### src/rtl/dr_pkg.sv
package dr_pkg;
  typedef logic [1:0] rail_t;
  localparam int unsigned TRUE_IDX  = 1;
  localparam int unsigned FALSE_IDX = 0;
endpackage

### src/rtl/dr_celem.sv
// Two-input rendezvous element, sampled on the clock.
module dr_celem #(
  parameter bit rst_val_p = 1'b0
) (
  input  logic clk_i,
  input  logic rst_ni,
  input  logic a_i,
  input  logic b_i,
  output logic q_o
);
  always_ff @(posedge clk_i or negedge rst_ni) begin
    if (!rst_ni)              q_o <= rst_val_p;
    else if (a_i && b_i)      q_o <= 1'b1;
    else if (!a_i && !b_i)    q_o <= 1'b0;
  end

  a_r1_celem_holds: assert property (@(posedge clk_i) disable iff (!rst_ni)
    (a_i != b_i) |=> (q_o == $past(q_o)));
endmodule

### src/rtl/dr_gate.sv
// Two-input combining gate; return-to-one mode takes the dual.
module dr_gate #(
  parameter bit rto_mode_p = 1'b0,
  parameter bit is_or_p    = 1'b1
) (
  input  logic a_i,
  input  logic b_i,
  output logic o_o
);
  localparam bit use_or_c = is_or_p ^ rto_mode_p;

  if (use_or_c) begin : g_or
    assign o_o = a_i | b_i;
  end else begin : g_and
    assign o_o = a_i & b_i;
  end
endmodule

### src/rtl/dr_half_adder.sv
module dr_half_adder
  import dr_pkg::*;
#(
  parameter bit rto_mode_p = 1'b0
) (
  input  logic       clk_i,
  input  logic       rst_ni,
  input  logic [1:0] x_i,
  input  logic [1:0] y_i,
  output logic [1:0] sum_o,
  output logic [1:0] carry_o
);
  localparam bit sp_c = rto_mode_p;

  // Minterms: [0] xt&yf, [1] xf&yt (odd); [2] xt&yt, [3] xf&yf (even)
  logic [3:0] term_a, term_b, term_q;
  assign term_a = {x_i[FALSE_IDX], x_i[TRUE_IDX], x_i[FALSE_IDX], x_i[TRUE_IDX]};
  assign term_b = {y_i[FALSE_IDX], y_i[TRUE_IDX], y_i[TRUE_IDX],  y_i[FALSE_IDX]};

  for (genvar i = 0; i < 4; i++) begin : g_term
    dr_celem #(.rst_val_p(sp_c)) u_c (
      .clk_i (clk_i),
      .rst_ni(rst_ni),
      .a_i   (term_a[i]),
      .b_i   (term_b[i]),
      .q_o   (term_q[i])
    );
  end

  dr_gate #(.rto_mode_p(rto_mode_p), .is_or_p(1'b1)) u_sum_t (
    .a_i(term_q[0]), .b_i(term_q[1]), .o_o(sum_o[TRUE_IDX]));
  dr_gate #(.rto_mode_p(rto_mode_p), .is_or_p(1'b1)) u_sum_f (
    .a_i(term_q[2]), .b_i(term_q[3]), .o_o(sum_o[FALSE_IDX]));

  // Carry is free of indication and resolves early
  dr_gate #(.rto_mode_p(rto_mode_p), .is_or_p(1'b0)) u_cry_t (
    .a_i(x_i[TRUE_IDX]), .b_i(y_i[TRUE_IDX]), .o_o(carry_o[TRUE_IDX]));
  dr_gate #(.rto_mode_p(rto_mode_p), .is_or_p(1'b1)) u_cry_f (
    .a_i(x_i[FALSE_IDX]), .b_i(y_i[FALSE_IDX]), .o_o(carry_o[FALSE_IDX]));

  // Checks, in asserted-rail terms
  rail_t x_act, y_act, s_act, c_act;
  assign x_act = rto_mode_p ? ~x_i     : x_i;
  assign y_act = rto_mode_p ? ~y_i     : y_i;
  assign s_act = rto_mode_p ? ~sum_o   : sum_o;
  assign c_act = rto_mode_p ? ~carry_o : carry_o;

  logic x_sp, y_sp, x_dat, y_dat;
  assign x_sp  = (x_act == 2'b00);
  assign y_sp  = (y_act == 2'b00);
  assign x_dat = ^x_act;
  assign y_dat = ^y_act;

  a_r9_sum_onehot: assert property (@(posedge clk_i) disable iff (!rst_ni)
    $onehot0(s_act));

  a_r3_sum_value: assert property (@(posedge clk_i) disable iff (!rst_ni)
    (x_dat && y_dat) |=>
      (s_act == {$past(x_act[1]) ^ $past(y_act[1]), ~($past(x_act[1]) ^ $past(y_act[1]))}));

  a_r4_sum_waits: assert property (@(posedge clk_i) disable iff (!rst_ni)
    ((x_sp || y_sp) && s_act == 2'b00) |=> (s_act == 2'b00));

  a_r5_sum_holds: assert property (@(posedge clk_i) disable iff (!rst_ni)
    ((x_dat || y_dat) && $onehot(s_act)) |=> $stable(sum_o));

  a_r7_carry_early: assert property (@(posedge clk_i) disable iff (!rst_ni)
    (x_act == 2'b01 || y_act == 2'b01) |-> (c_act == 2'b01));

  a_r6_carry_one: assert property (@(posedge clk_i) disable iff (!rst_ni)
    (x_act == 2'b10 && y_act == 2'b10) |-> (c_act == 2'b10));
endmodule

### config.mk
export PLATFORM = sky130hd
export DESIGN_NAME = dr_half_adder
export DESIGN_NICKNAME = d
export VERILOG_FILES = /design/src/rtl/dr_pkg.sv /design/src/rtl/dr_celem.sv /design/src/rtl/dr_gate.sv /design/src/rtl/dr_half_adder.sv
export SDC_FILE = /design/constraint.sdc
export NUM_CORES = 1
export LEC_CHECK = 0
export BUFFER_PORTS_ARGS = -buffer_cell sky130_fd_sc_hd__buf_2
export CORE_AREA = 2 2 39 41
export DETAILED_ROUTE_END_ITERATION = 7
export DIE_AREA = 0 0 41 43
export PLACE_DENSITY = 0.52
export SETUP_SLACK_MARGIN = 0.05
export SYNTH_ARGS = -nofsm -noshare
export SYNTH_HDL_FRONTEND = slang
export SYNTH_SLANG_ARGS = --single-unit
### constraint.sdc
create_clock -name clk_i -period 2.15 [get_ports clk_i]
set_clock_uncertainty 0.15 [all_clocks]
set_input_delay 0 -clock clk_i [delete_from_list [all_inputs] [get_ports clk_i]]
set_output_delay 0 -clock clk_i [all_outputs]
set_load 0.1 [all_outputs]
* Word-level counts from Yosys, hierarchy flattened
Index checks and enable logic that the tools add are counted.
** Storage, ports and cells
- ROM bits :: 0
- Bits in writable memories :: 0
- Latch bits :: 0
- Memories kept :: 0
- Output and inout bits :: 4
- Flip-flop bits (word level) :: 4
- Logic and storage cells :: 32
- Bits of input ports :: 6
** Operators by class
- Add/subtract/negate cells :: 0
- $lt $le $gt $ge :: 0
- Bitwise gates (word level) :: 4
- Equal/unequal tests :: 0
- Multiplexer cells :: 8
- Shift-type cells :: 0
- Div/mod/pow operators :: 0
- $mul :: 0
- Reductions and logical operators :: 16
** Operators by type and width (number)
- $logic_and A1 B1 Y1 :: 8
- $mux W1 :: 8
- $reduce_bool A2 Y1 :: 4
- $logic_not A1 Y1 :: 4
- $or A1 B1 Y1 :: 3
- $and A1 B1 Y1 :: 1

* Depth between registers and ports, before layout
Gate-level depths: netlist (run 1).
- Word-level depth :: 4
- Mapped depth :: 4
- Gate-level depth less buffers :: 3

* Modules after synthesis
A second synthesis (run 1) with hierarchy kept.
** Second synthesis, totals
- Cells, all modules :: 16
- Area total of the unflattened synthesis :: 235.2 µm²
** By module, submodules not included
- dr_celem :: instances 4, sequential area each 25.0 µm², cells an instance 3, area each 52.6 µm²
- dr_gate :: instances 4, sequential area each 0.0 µm², cells an instance 1, area each 6.3 µm²

* Worst setup path before layout (run 1)
Ideal clock, no wire load.
- Path type :: flip-flop to output port
- Start :: register g_term[3].u_c.q_o
- End :: output sum_o[0]
- Path slack :: 1.142 ns
- Stages on the path, launching flop included :: 3
- Arrival :: 0.858 ns
- Buffers on the path :: 1
- Data required time :: 2.000 ns
- Path through :: dfrtp_1 > or2_2 > buf_4
** Between the ends
- Longest elaborated chain between the ends :: 1
** RTL lines
- from (decl) :: RTL line dr_celem.sv:9 : output logic q_o
- from (signal assigned) :: RTL line dr_celem.sv:12 : if (!rst_ni) q_o <= rst_val_p;
- $or A1 B1 Y1 :: RTL line dr_gate.sv:13 : assign o_o = a_i | b_i;
- to (decl) :: RTL line dr_half_adder.sv:10 : output logic [1:0] sum_o,
Every way passes these cells.

* Worst setup path in the final report (run 1)
Same ends and word-level chain as after synthesis.

==> results of run 1 <==
## stage by stage
step | std cells | utilization, % | hold slack [ns] | instance area (um^2)
after floorplan | 22 | - | -0.4456 | 276.5
after global placement | 43 | 22.51 | -0.3419 | 311.5
after detailed placement | 43 | 22.51 | -0.3413 | 311.5
after CTS | 48 | 25.59 | 0.01353 | 354.1
after global routing | 48 | 25.59 | 0.02010 | 354.1
final | 48 | 25.59 | 0.01984 | 354.1
## worst paths after layout
| path | slack (ns) | endpoint |
|---|---|---|
| worst max-delay path | 0.83 | sum_o[0] |
| worst min-delay path | 0.02 | g_term[0].u_c.q_o |
| worst max register to register | 1.26 | g_term[0].u_c.q_o |
| worst min register to register | 0.35 | g_term[1].u_c.q_o |
| max in group asynchronous | 1.16 | g_term[0].u_c.q_o |
| min in group asynchronous | 0.52 | g_term[2].u_c.q_o |
## final cells by class
cell class	count	area share, %
multi-input combinational	11	38.16
sequential	4	28.27
tap	16	5.654
inverter	3	3.180
timing repair buffer	11	18.37
clock buffer	3	6.360
## metal layers
layer | vias up | routed length [um] | track usage [%]
met2 | 5 | 215 | 6.875
met1 | 88 | 186 | 6.731
met5 | - | 0 | 0
met4 | 0 | 0 | 10.00
li1 | 87 | - | -
met3 | 0 | 18 | 0
## where the power goes
group / switching (mW) / internal [mW] / leakage, nW / total [mW]
logic: 0.0856 / 0.0358 / 0.137 / 0.121
clock network: 0.0267 / 0.0622 / 0.0138 / 0.0889
registers: 0.00435 / 0.0852 / 0.0516 / 0.0895
total: 0.117 / 0.183 / 0.203 / 0.300
## cells in the final DEF (no fill, tap or decap)
cell	netlist	layout
or2_2	2	2
clkbuf_4	0	3
inv_1	3	3
dlygate4sd3_1	0	2
buf_2	0	9
ha_1	5	5
dfrtp_1	4	4
mux2_4	4	4
## cell families after synthesis
group,count (synthesis),share of synthesized area (%)
AND/OR/NAND/NOR,2,4.524
multiplexers,4,21.72
buffers and inverters,7,14.93
adder cells (fa/ha/maj),5,22.62
flip-flops,4,36.20
## what timing repair did
action	CTS	global route
hold buffers	2	0
endpoints found under the hold margin	4	0
setup endpoints to repair	0	0
==> flow_summary.yaml, run 1 <==
outcome:
  status: "completed"
setup_path:
  worstReg2RegStart: "g_term[0].u_c.q_o"
  cp.arrival_ns: 1.17
  crit_required_ns: 2.00
  crit_type: "reg2out"
  cp-end-kind: "primary output"
  cp.depth: 2
  worst-path-buf-inv: 1
  worstPathCellList: "or2_2 -> buf_2"
  cp_top_family: "flip-flops"
  cp_slowest_stage_delay_ns: 0.36
  startpoint: "g_term[3].u_c.q_o"
  slowest_stage: "dfrtp_1"
  critPathMaxFanout: 2
  start_kind: "flop"
  r2r_cells: 1
clock_network:
  cts_buffers: 3
  cts_resized: 0
  clock_sinks: 4
  cts_tree: "yes"
  postCtsSetupBuffers: 0
  cts-htree-levels: 1
  cts.reportedPaths.clkPinSlew_ns: 0.04
  cts-root-buf: "clkbuf_4"
  clk_latency_ns: 0.23
  cts.path.max_buffers: 2
cells_and_area:
  top_register: "g_term.u_c.q_o"
  regArea_um2: 100.1
  nFillCells: 161
  antennaDiodeCount: 0
  finalNetCount: 45
  drive_gt1_share_pct: 56.25
  multi_input_area_um2: 135.1
  largest_reg_flops: 4
  reg_top3: "g_term.u_c.q_o x4"
  area_growth_pct: 28.05
routing:
  routed_wl_um: 420
  postRouteAntennaNets: 0
  drc: 0
  wl_per_cell_um: 8.750
  drt_iter0_drc: 2
  vias_per_cell: 3.750
  dr.pass1.iters: 3
  num_vias: 180
logic_synthesis:
  synthArstFlopShare_pct: 100.0
  ys_top_cells_by_area: "dfrtp_1 36%, ha_1 23%, mux2_4 22%, buf_4 11%, or2_2 4.5%"
  synth_common_cells: "5 x ha_1, 4 x buf_4, 4 x dfrtp_1, 4 x mux2_4, 3 x inv_1"
  synth.distinct_cells: 6
  syn-instance-count: 22
  synthFlopType: "dfrtp_1"
  syn_area_um2: 276.5
  synth_edf_count: 0
  post_synth.cell_area_avg_um2: 12.57
  yosys.cell_count.top_type: "ha_1"
  synth_nets: 33
  yosysWarningCount: 0
  ys_ff_latch: 4
  synth_largest_area_cell: "dfrtp_1"
  synth_top_area_share_pct: 36.20
  ys_seq_area_share_pct: 36.20
timing:
  relSlewSlack_pct: 67.95
  timing.final.crit_period_ns: 1.320
  report.final.hold_viol_count: 0
  slew_violations: 0
  fmax_ghz: 0.7574
  fin_crit_sh_pct: 61.41
  rsz0062_at_grt: "false"
  final-setup-viol-count: 0
  worst_slack_ns: 0.8297
  setup_tns_ns: 0
  worst_slew_pin_slew_ns: 0.4841
global_routing:
  grt_max_degree: 5
  grt_pass1_wl_um: 627
  grt.total_usage_pct: 5.817
  antenna_found_initial: 0
  grt-ovfl-total: 0
  grt_pass1_vias: 163
place:
  gp_congestion: 0.5385
  pre_cts_ws_ns: 1.069
  portBuffers: 9
  dp_hpwl_um: 361.8
floorplan:
  row_count: 14
  start_util_pct: 19.98
  die-area_um2: 1763
  io_pins: 10
  die_w_um: 41
  core_area_um2: 1384
  die_y_um: 43
worst_hold_path:
  min_from: "x_i[1]"
  worstHoldPathType: "in2reg"
  whs_path_depth: 3
pwr:
  power.density_nw_per_um2: 846.7
  p_total_mw: 0.2998
  peakVddDrop_mv: 0.1261
  leakagePower_nw: 0.2028
job:
  cap_violations: 0
(Power assumes the default switching activity.)
==> inputs of run 2 (changes only) <==
ABC_AREA = 1   (was default)
PLACE_DENSITY = 0.53   (was 0.52)
clock period = 1.05 ns   (was 2.15 ns; I/O delays follow)
==> run 2 against run 1 <==
The flow now finishes with violations (negative hold slack, negative setup slack). Sequential cell count stayed put. Die area did not move. Cell count up 33%. Via count up 21%. Synthesized cell count is 55% higher. Largest power group unchanged. Sequential share of layout area is 5.9 points lower. Sequential power up 100%. Utilization is 6.7 points higher. Power grew 130%.
==> flow_summary.yaml, run 2 <==
outcome:
  status: "complete, but fails checks"
  violations: "negative hold slack, negative setup slack"
logic_synthesis:
  synth_top_area_share_pct: 36.20
  synthFlopType: "dfrtp_1"
  synthAdderAreaFrac_pct: 22.62
  yosys.cell_count.top_type: "nand2_1"
  synthMuxAreaShare_pct: 0
  synthArstFlopShare_pct: 100.0
  syn_area_um2: 276.5
  synth.distinct_cells: 6
  ys_seq_area_share_pct: 36.20
  synth_nets: 45
  synth_compound_area_share_pct: 0
  synth_common_cells: "12 x nand2_1, 7 x inv_1, 5 x ha_1, 4 x buf_4, 4 x dfrtp_1"
  ys_ff_latch: 4
  synth_largest_area_cell: "dfrtp_1"
  synth_edf_count: 0
  syn-instance-count: 34
  yosys.area_share.simple_pct: 20.81
  ys_top_cells_by_area: "dfrtp_1 36%, ha_1 23%, nand2_1 16%, buf_4 11%, inv_1 9.5%"
  post_synth.cell_area_avg_um2: 8.133
  synth_top_family_by_area: "adder cells"
  synth-xor-area-share_pct: 0
  yosysWarningCount: 0
pwr:
  peakVddDrop_mv: 0.3499
  comb_power_share_pct: 46.0
  p_switching_mw: 0.2569
  p_total_mw: 0.6798
  switching_share_pct: 37.79
  power.density_nw_per_um2: 1522
  seqPwrFrac_pct: 26.5
  internal_power_mw: 0.4229
  leakagePower_nw: 0.2650
  clkPwrFrac_pct: 27.5
place:
  gp_congestion: 0.6917
  dp_hpwl_um: 348.7
  portBuffers: 9
worst_hold_path:
  worstHoldPathType: "in2reg"
  min_from: "y_i[1]"
clock_network:
  cts_buffers: 3
  cts-root-buf: "clkbuf_4"
  cts-htree-levels: 1
  cts.reportedPaths.clkPinSlew_ns: 0.03
  clk_latency_ns: 0.23
  cts_tree: "yes"
  cts.path.max_buffers: 2
  clock_sinks: 4
timing:
  worst_slack_ns: -0.1325
  rsz0062_at_grt: "true"
  hold_ws_ns: -0.03351
  final-setup-viol-count: 2
  fmax_ghz: 0.8457
  fin_crit_sh_pct: 112.6
  relSlewSlack_pct: 90.48
  slew_violations: 0
  worst_slew_pin_slew_ns: 0.1428
  report.final.hold_viol_count: 4
  timing.final.crit_period_ns: 1.182
cells_and_area:
  mostFrequentLayoutCell: "nand2_1"
  largest_reg_flops: 4
  drive_gt1_share_pct: 31.25
  area_growth_pct: 61.54
  finalNetCount: 61
  top_register: "g_term.u_c.q_o"
  antennaDiodeCount: 0
  layout_common_cells: "12 x nand2_1, 7 x inv_1, 5 x ha_1, 5 x buf_2"
  reg_top3: "g_term.u_c.q_o x4"
floorplan:
  die_y_um: 43
  core_area_um2: 1384
  start_util_pct: 19.98
  die_w_um: 41
  io_pins: 10
  die-area_um2: 1763
  row_count: 14
setup_path:
  rrSetupSlack_ns: 0.20
  worstPathCellList: "or2_1 -> buf_12"
  start_kind: "flop"
  cp-end-kind: "primary output"
  crit_required_ns: 0.90
  cp_slowest_stage_delay_ns: 0.36
  worst-path-buf-inv: 1
  cp_top_family: "flip-flops"
  startpoint: "g_term[0].u_c.q_o"
  crit_type: "reg2out"
  slowest_stage: "dfrtp_1"
  worstReg2RegStart: "g_term[2].u_c.q_o"
  critPathMaxFanout: 2
  cp.arrival_ns: 1.03
global_routing:
  grt_max_degree: 5
  grt.total_usage_pct: 8.350
  antenna_found_initial: 0
  grt_pass1_vias: 236
  grt-ovfl-total: 0
  grt_pass1_wl_um: 903
routing:
  drc: 0
  num_vias: 218
  vias_per_cell: 3.406
  postRouteAntennaNets: 0
  drt_iter0_drc: 2
  wl_per_cell_um: 7.125
  dr.pass1.iters: 4
  routed_wl_um: 456
job:
  cap_violations: 0
[run 2: changes by cell type in the layout (fill, tap and decap cells not counted), sizes merged]
cell,delta
nand2,+12
inv,+4
mux2,-4
buf,+3
dlygate4sd3,+1
[run 2: cell families (layout without fill, tap and decap cells)]
| logic type | after synthesis | count (layout) |
|---|---|---|
| flip-flops | 4 | 4 |
| buffers and inverters | 11 | 25 |
| AND/OR/NAND/NOR | 14 | 14 |
| adder cells (fa/ha/maj) | 5 | 5 |
[run 2: what timing repair did]
item / CTS / global route
hold buffers: 6 / 0
setup endpoints to repair: 2 / 5
buffers inserted: 0 / 3
endpoints found under the hold margin: 8 / 0
gates resized for setup: 4 / 4
pin swaps: 0 / 3
[run 2: layout make-up]
| cell class | count | area, um^2 |
|---|---|---|
| fill | 153 | 937.1 |
| timing repair buffer | 15 | 157.7 |
| multi-input combinational | 19 | 120.1 |
| sequential | 4 | 100.1 |
| inverter | 7 | 26.28 |
| clock buffer | 3 | 22.52 |
| tap | 16 | 20.02 |
[run 2: path summary, 6_finish.rpt]
check	to	depth (start not counted)
setup / recovery	sum_o[1]	2
hold / removal	g_term[1].u_c.q_o	4
setup reg to reg	g_term[2].u_c.q_o	3
hold reg to reg	g_term[3].u_c.q_o	2
max in group asynchronous	g_term[0].u_c.q_o	3
min in group asynchronous	g_term[2].u_c.q_o	3
[run 2: per-layer routing]
metal  vias up  wire [um]  track usage (%)
met5         -          0                0
met3         2         25            3.141
li1        123          -                -
met4         0         17            8.000
met1        85        216            10.03
met2         8        198            10.63
[run 2: worst min-delay path: stages]
cell and delay, ns:
buf_2 0.09, ha_1 0.13, nand2_1 0.05, nand2_1 0.05
[run 2: power groups by stage]
| stage | registers, mW | logic (mW) | clock network [mW] |
|---|---|---|---|
| after detailed placement | 0.183 | 0.234 | 0 |
| final | 0.180 | 0.313 | 0.187 |
| after global placement | 0.183 | 0.233 | 0 |
| after CTS | 0.181 | 0.272 | 0.200 |
| after floorplan | 0.180 | 0.206 | 0 |
| after global routing | 0.181 | 0.338 | 0.211 |
[run 2: metrics by stage]
stage	utilization [%]	setup WS [ns]	cell area (um^2)	TNS [ns]	instances
floorplan	-	0.1115	276.5	0	34
global placement	24.68	0.03390	341.6	0	55
detailed placement	24.68	0.03436	341.6	0	55
CTS	31.56	-0.1372	436.7	-0.2742	64
global route	32.28	-0.1611	446.7	-0.3105	64
finish	32.28	-0.1325	446.7	-0.2600	64
